**config.mk**
```make
export PLATFORM = sky130hd
export DESIGN_NAME = progCounter4
export DESIGN_NICKNAME = d
export VERILOG_FILES = /design/src/rtl/progCnt_pkg.sv /design/src/rtl/cntCtrl.sv /design/src/rtl/cntPath.sv /design/src/rtl/progCounter4.sv
export SDC_FILE = /design/constraint.sdc
export NUM_CORES = 1
export LEC_CHECK = 0
export BUFFER_PORTS_ARGS = -buffer_cell sky130_fd_sc_hd__buf_4
export CAP_MARGIN = 10
export CELL_PAD_IN_SITES_DETAIL_PLACEMENT = 2
export CELL_PAD_IN_SITES_GLOBAL_PLACEMENT = 2
export CORE_UTILIZATION = 20
export DETAILED_ROUTE_END_ITERATION = 7
export GPL_TIMING_DRIVEN = 0
export PLACE_DENSITY_LB_ADDON = 0.12
export SYNTH_ARGS = -nofsm -noshare
export SYNTH_HDL_FRONTEND = slang
export SYNTH_HIERARCHICAL = 1
export SYNTH_SLANG_ARGS = --single-unit
```
**constraint.sdc**
```tcl
create_clock -name clk -period 1.4 [get_ports clk]
set_input_delay 0.07 -clock clk [delete_from_list [all_inputs] [get_ports clk]]
set_output_delay 0.07 -clock clk [all_outputs]
set_load 0.02 [all_outputs]
```
**src/rtl/progCnt_pkg.sv**
```systemverilog
package progCnt_pkg;
  // Strobes from control to datapath; at most one is active at a time.
  typedef struct packed {
    logic clr;   // synchronous clear (sync variant only)
    logic load;  // take preset
    logic inc;   // advance by one
  } cntStrobes_t;
endpackage

```
**src/rtl/cntCtrl.sv**
```systemverilog
module cntCtrl
  import progCnt_pkg::*;
#(
  parameter bit ASYNC_CLEAR = 1'b0
) (
  input  logic        clearN,
  input  logic        loadN,
  input  logic        enP,
  input  logic        enT,
  input  logic        atTerm,
  output cntStrobes_t strb,
  output logic        carryOut
);
  logic syncClr;

  generate
    if (ASYNC_CLEAR) begin : g_asyncClr
      // Clear acts through the datapath register's async reset.
      assign syncClr = 1'b0;
    end else begin : g_syncClr
      assign syncClr = ~clearN;
    end
  endgenerate

  // Priority: clear, then load, then count, then hold.
  always_comb begin
    strb.clr  = syncClr;
    strb.load = ~syncClr & ~loadN;
    strb.inc  = ~syncClr & loadN & enP & enT;
  end

  // Only the carry-forward enable reaches the carry output.
  assign carryOut = enT & atTerm;
endmodule

```
**src/rtl/cntPath.sv**
```systemverilog
module cntPath
  import progCnt_pkg::*;
#(
  parameter int WIDTH       = 4,
  parameter int MODULUS     = 16,
  parameter bit ASYNC_CLEAR = 1'b0
) (
  input  logic             clk,
  input  logic             clearN,
  input  cntStrobes_t      strb,
  input  logic [WIDTH-1:0] preset,
  output logic [WIDTH-1:0] q,
  output logic             atTerm
);
  localparam logic [WIDTH-1:0] TERM = WIDTH'(MODULUS - 1);

  logic [WIDTH-1:0] nextQ;

  // Any state at or above the terminal value wraps, so out-of-range
  // decade values fall back to zero on the next count.
  always_comb begin
    if (strb.clr)       nextQ = '0;
    else if (strb.load) nextQ = preset;
    else if (strb.inc)  nextQ = (q >= TERM) ? '0 : q + 1'b1;
    else                nextQ = q;
  end

  generate
    if (ASYNC_CLEAR) begin : g_asyncReg
      always_ff @(posedge clk or negedge clearN) begin
        if (!clearN) q <= '0;
        else         q <= nextQ;
      end
    end else begin : g_syncReg
      always_ff @(posedge clk) begin
        q <= nextQ;
      end
    end
  endgenerate

  assign atTerm = (q == TERM);


  clr_zero_chk: assert property (@(posedge clk)
    !clearN |=> (q == '0));


  load_take_chk: assert property (@(posedge clk) disable iff (!clearN)
    strb.load |=> (q == $past(preset)));


  hold_chk: assert property (@(posedge clk) disable iff (!clearN)
    (!strb.clr && !strb.load && !strb.inc) |=> $stable(q));


  step_chk: assert property (@(posedge clk) disable iff (!clearN)
    (strb.inc && q < TERM) |=> (q == $past(q) + 1'b1));


  wrap_chk: assert property (@(posedge clk) disable iff (!clearN)
    (strb.inc && q == TERM) |=> (q == '0));
endmodule

```
**src/rtl/progCounter4.sv**
```systemverilog
module progCounter4
  import progCnt_pkg::*;
#(
  parameter int WIDTH       = 4,
  parameter bit IS_DECADE   = 1'b0,
  parameter bit ASYNC_CLEAR = 1'b0
) (
  input  logic             clk,
  input  logic             clearN,
  input  logic             loadN,
  input  logic [WIDTH-1:0] preset,
  input  logic             enP,
  input  logic             enT,
  output logic [WIDTH-1:0] count,
  output logic             carryOut
);
  localparam int MODULUS = IS_DECADE ? 10 : (1 << WIDTH);
  localparam logic [WIDTH-1:0] TERM = WIDTH'(MODULUS - 1);

  cntStrobes_t strb;
  logic        atTerm;

  cntCtrl #(.ASYNC_CLEAR(ASYNC_CLEAR)) u_ctrl (
    .clearN  (clearN),
    .loadN   (loadN),
    .enP     (enP),
    .enT     (enT),
    .atTerm  (atTerm),
    .strb    (strb),
    .carryOut(carryOut)
  );

  cntPath #(.WIDTH(WIDTH), .MODULUS(MODULUS), .ASYNC_CLEAR(ASYNC_CLEAR)) u_path (
    .clk   (clk),
    .clearN(clearN),
    .strb  (strb),
    .preset(preset),
    .q     (count),
    .atTerm(atTerm)
  );


  carry_term_chk: assert property (@(posedge clk) disable iff (!clearN)
    carryOut |-> (enT && count == TERM));
endmodule

```
==> results.yml, run 1 <==
run_status:
  status: "finished, final reports clean"
pwr:
  power_density_nw_per_um2: 836
  finalPower_uw: 368
  p_sw_frac: 0.279
  switchingPower_uw: 103
  p_leak_uw: 0.000192
  clockPowerShare: 0.392
  peakVddDrop_v: 0.000388
  p_comb_frac: 0.245
  p_int_uw: 266
  power_frac_seq: 0.364
synthesis:
  synth.area.top_cells: "dfxtp_1 29%, a21oi_1 7.2%, a221oi_2 5.4%, inv_1 5.4%, ha_1 4.5%"
  synth-seq-cells: 4
  yosys_warnings: 6
  ys_types: 22
  yosysTopAreaCell: "dfxtp_1"
  synth_top_area_frac: 0.290
  synth.avg_cell_area_um2: 7.90
  yosysSeqAreaShare: 0.290
  synthesis.area_um2: 277
  synth_nets: 45
  netlist_instances: 35
routing:
  routedWlPerCell_um: 14.6
  drcViolationCount: 0
  via_per_inst: 4.76
  drtPass1Iterations: 3
  wl_um: 978
  final_antenna_net_count: 0
  via_count: 319
  drtIter0Drc: 2
place:
  place_ws_ps: -23.7
  gp_congestion: 0.800
  dp_hpwl_um: 718
  portBuffers: 13
  place_inst: 63
clocking:
  cts-buffers-inserted: 3
  cts.path.max_buffers: 2
  h-tree-depth: 1
  cts_hold_buffers: 0
  clock_sinks: 4
  cts_root_buf: "clkbuf_4"
  path_clk_slew_ps: 40
  cts_tree: "yes"
  worstSkewPairLatency_ps: 230
grt:
  grt_max_degree: 9
  grt_pass1_wl_mm: 1.45
  grt_pass1_vias: 332
  grt_overflow_total: 0
  track_usage: 0.151
  antenna_found_initial: 0
worst_setup_path:
  crit_required_ps: 1530
  cp-start-kind: "register"
  crit_slowest_cell: "dfxtp_2"
  critical_path_peak_fanout: 5
  critPathMaxStageDelay_ps: 350
  cp_cell_sequence: "ha_4 -> and3_4 -> or3_1 -> a221oi_2"
  worstSetupEndpointType: "register"
  path_class: "reg2reg"
  worstPathArrival_ps: 1510
floorplanning:
  die_area_um2: 1540
  floorplan.rows: 13
  core-area_um2: 1300
  die_h_um: 39.2
  io_pins: 14
  die_x_um: 39.2
  initial_utilization: 0.212
layout:
  largest_reg_flops: 4
  area_delta_synth_final_pct: 59.3
  nFillCells: 168
  regMostFlops: "u_path/q"
  final_nets: 64
  final_cell_mix: "15 x buf_4, 4 x inv_1, 4 x a21oi_1"
  top_regs: "u_path/q: 4 flops"
  layout_commonest_cell: "buf_4"
  instances_no_fill: 67
  drive_above_1_share: 0.500
  diodes: 0
  final_core_util: 0.338
timing:
  finalCritPeriodShare: 0.987
  skew_ps: 2.03
  fin_crit_ps: 1380
  max_freq_mhz: 724
  hold_viol_final: 0
  tightest_slew_ps: 392
  relSlewSlack: 0.739
  setup_ws_ps: 17.9
  setup_viol: 0
  rsz0062_at_grt: "no"
  drv_slew: 0
job:
  cap_viol_max_count: 0
min_path:
  min_path_type: "in2reg"
-- Yosys cell counts (all sizes together) --
master,instances
clkbuf,1
a21oi,4
a221oi,1
inv,5
ha,1
a211oi,1
a311oi,1
dfxtp,4
nor3,1
and2b,1
nor2,3
buf,1
and4,1
nand2,3
o211ai,1
mux2,1
and3,1
or3,1
and2,1
nand4,1
xnor2,1
-- cell type report --
cell class              instances  area (µm²)  share of cell area
repair buffers                 14         105               0.239
inverters                       5        18.8              0.0426
multi-input cells              24         179               0.406
plain buffers                   2        11.3              0.0256
flip-flops and latches          4        85.1               0.193
well taps                      15        18.8              0.0426
clock buffers                   3        22.5              0.0511
-- through the flow --
| step | TNS (ps) | hold slack, ps | cell area, µm² |
|---|---|---|---|
| 2_1_floorplan | 0 | 211 | 277 |
| 3_3_place_gp | 0 | 332 | 393 |
| 3_5_place_dp | -23.7 | 340 | 393 |
| 4_1_cts | 0 | 84.7 | 419 |
| 5_1_grt | 0 | 108 | 440 |
| 6_report | 0 | 88.2 | 440 |
-- timing repair --
action                                  in CTS  in global routing
gates resized for setup                      2                  3
pin swaps                                    0                  1
endpoints found under the setup margin       2                  2
buffers inserted                             0                  1
-- worst paths after layout --
path	startpoint	endpoint	slack [ps]	cells past startpoint
worst max-delay path	u_path/q[1]	u_path/q[0]	20	4
worst min-delay path	preset[1]	u_path/q[1]	90	3
worst max register to register	u_path/q[1]	u_path/q[0]	20	4
worst min register to register	u_path/q[1]	u_path/q[3]	580	2
-- metal layers --
metal | track usage | part of all wire
met2 | 0.263 | 0.56
met1 | 0.147 | 0.40
met5 | 0 | 0
met3 | 0.0867 | 0.041
met4 | 0.0517 | 0
-- cell families (layout without fill, tap and decap cells) --
| family | after synthesis | count (layout) | synth area share |
|---|---|---|---|
| multiplexers | 1 | 1 | 0.0407 |
| AND/OR/NAND/NOR | 13 | 13 | 0.272 |
| flip-flops | 4 | 4 | 0.290 |
| AO/OA/AOI/OAI | 8 | 8 | 0.213 |
| adder cells (fa/ha/maj) | 1 | 1 | 0.0452 |
| XOR/XNOR | 1 | 1 | 0.0317 |
| buffers and inverters | 7 | 24 | 0.109 |
-- power by group through the flow --
stage	registers, µW	logic [µW]	clock network (µW)
floorplan	142	33.9	0
global placement	134	77.7	0
detailed placement	135	81.6	0
CTS	134	82.8	156
global route	135	97.4	160
finish	134	90.1	144
-- worst max-delay path: cells and delay by family, from the launching register on --
family | cells | cell delay, ps
and+or+nand+nor | 2 | 490
AOI/OAI and AO/OA | 1 | 270
DFF | 1 | 350
adders and majority gates | 1 | 170
No activity file was read; power rests on OpenSTA's default activity.
==> inputs of run 2 (changes only) <==
--- a/config.mk
+++ b/config.mk
@@ -9,11 +9,13 @@
 export CAP_MARGIN = 10
 export CELL_PAD_IN_SITES_DETAIL_PLACEMENT = 2
 export CELL_PAD_IN_SITES_GLOBAL_PLACEMENT = 2
-export CORE_UTILIZATION = 20
+export CORE_AREA = 2 2 39 41
 export DETAILED_ROUTE_END_ITERATION = 7
+export DIE_AREA = 0 0 41 43
 export GPL_TIMING_DRIVEN = 0
+export MAX_ROUTING_LAYER = met4
 export PLACE_DENSITY_LB_ADDON = 0.12
+export SETUP_SLACK_MARGIN = 0.2
 export SYNTH_ARGS = -nofsm -noshare
 export SYNTH_HDL_FRONTEND = slang
-export SYNTH_HIERARCHICAL = 1
 export SYNTH_SLANG_ARGS = --single-unit
==> results.yml, run 2 <==
layout:
  drive_above_1_share: 0.500
  regMostFlops: "u_path.q"
  layout_commonest_cell: "buf_4"
  final_nets: 56
  area_delta_synth_final_pct: 77.1
  diodes: 0
  final_cell_area_um2: 397
  top_regs: "u_path.q: 4 flops"
  largest_reg_flops: 4
  final_cell_mix: "13 x buf_4, 4 x o21ai_0, 3 x nand3_1, 3 x a21oi_1, 3 x clkbuf_4"
synthesis:
  async_flop_share: 0
  synth-seq-cells: 4
  synth.area.top_cells: "dfxtp_1 36%, o21ai_0 8.9%, a21oi_1 6.7%, nand3_1 6.7%, ha_1 5.6%"
  synth_top_area_frac: 0.358
  yosysTopAreaCell: "dfxtp_1"
  synth_top_flop_cell: "dfxtp_1"
  netlist_top_cells_count: "4 x dfxtp_1, 4 x o21ai_0, 3 x a21oi_1, 3 x nand3_1, 2 x nand2_1"
  synth.avg_cell_area_um2: 8.30
  yosys_warnings: 0
  synth_nets: 37
  yosysSeqAreaShare: 0.358
  synth_edf_count: 0
  netlist_instances: 27
  ys_types: 16
  synthesis.area_um2: 224
place:
  dp_hpwl_um: 671
  placedInstanceArea_um2: 344
  place_ws_ps: 216
  portBuffers: 13
  gp_congestion: 0.654
job:
  cap_viol_max_count: 0
routing:
  via_per_inst: 4.92
  drtIter0Drc: 1
  final_antenna_net_count: 0
  via_count: 295
  drcViolationCount: 0
  wl_um: 856
  routedWlPerCell_um: 14.3
  drtPass1Iterations: 2
floorplanning:
  initial_utilization: 0.162
  die_h_um: 43
  io_pins: 14
  die_area_um2: 1760
  floorplan.rows: 14
  die_x_um: 41
  core-area_um2: 1380
timing:
  holdWs_ps: 70.1
  setup_ws_ps: 250
  finalCritPeriodShare: 0.821
  rsz0062_at_grt: "no"
  setup_viol: 0
  relSlewSlack: 0.834
  max_freq_mhz: 870
  drv_slew: 0
  tightest_slew_ps: 246
  skew_ps: 6.69
  hold_viol_final: 0
  fin_tns_setup_ps: 0
  fin_crit_ps: 1150
grt:
  grt_overflow_total: 0
  grt_max_degree: 9
  grt_pass1_vias: 301
  antenna_found_initial: 0
  grt_pass1_wl_mm: 1.28
  track_usage: 0.114
worst_setup_path:
  critical_path_peak_fanout: 5
  cp-start-kind: "register"
  crit_required_ps: 1330
  worstPathArrival_ps: 1080
  path_class: "reg2out"
  worstSetupEndpointType: "output pin"
pwr:
  p_leak_uw: 0.000163
  peakVddDrop_v: 0.000579
  power_density_nw_per_um2: 911
clocking:
  cts-buffers-inserted: 3
  path_clk_slew_ps: 40
  cts_root_buf: "clkbuf_4"
  cts_tree: "yes"
  worstSkewPairLatency_ps: 230
  cts.path.max_buffers: 2
  clock_sinks: 4
  h-tree-depth: 1
min_path:
  min_path_type: "in2reg"
run_status:
  status: "finished, final reports clean"
run 2: cell count changes after synthesis, moves of 2 or more:
cell / before / now
nor2_1: 3 / 1
o21ai_0: 0 / 4
inv_1: 4 / 1
nand3_1: 0 / 3
run 2: final timing paths:
| path | from | endpoint | slack (ps) | cells past startpoint |
|---|---|---|---|---|
| worst max-delay path | u_path.q[1] | carryOut | 250 | 3 |
| worst min-delay path | loadN | u_path.q[2] | 70 | 2 |
| worst max register to register | u_path.q[1] | u_path.q[0] | 270 | 3 |
| worst min register to register | u_path.q[1] | u_path.q[1] | 560 | 2 |
run 2: power by group:
part	switching, µW	internal, µW
combinational	40.9	42.4
sequential	13.0	123
clock	46.1	95.8
total	100	261
run 2: critical path, cell delays in order, from the launching register on:
cell     delay (ps)
dfxtp_4         370
ha_4            150
and4_4          220
buf_6           110
run 2: cell families after synthesis:
| family | after synthesis | share of synthesized area |
|---|---|---|
| XOR/XNOR | 1 | 0.0391 |
| buffers and inverters | 1 | 0.0167 |
| AO/OA/AOI/OAI | 11 | 0.302 |
| adder cells (fa/ha/maj) | 1 | 0.0559 |
| AND/OR/NAND/NOR | 9 | 0.229 |
| flip-flops | 4 | 0.358 |
run 2: timing repair:
action	4_1_cts	5_1_grt
gates resized for setup	5	2
hold buffers	0	0
endpoints found under the setup margin	2	2
pin swaps	0	1
setup buffers	1	0
run 2: metrics by stage:
step | util | total power [µW] | cells
3_5_place_dp | 0.249 | 214 | 56
2_1_floorplan | - | 167 | 27
5_1_grt | 0.287 | 389 | 60
6_report | 0.287 | 361 | 60
4_1_cts | 0.284 | 368 | 60
3_3_place_gp | 0.249 | 210 | 56
run 2: final cells by class:
class | count | area, µm²
tap | 16 | 20.0
timing repair buffer | 14 | 109
clock buffer | 3 | 22.5
inverter | 1 | 3.75
fill | 169 | 987
multi-input combinational | 22 | 154
sequential | 4 | 87.6
run 2: metal layers:
metal / share of wire / up-vias / GRT usage / wire length (µm)
met5: 0 / - / - / 0
met4: 0.0058 / 0 / 0.0600 / 5
met3: 0.10 / 2 / 0.0366 / 87
met2: 0.49 / 15 / 0.175 / 421
met1: 0.40 / 139 / 0.125 / 341
li1: - / 139 / - / -
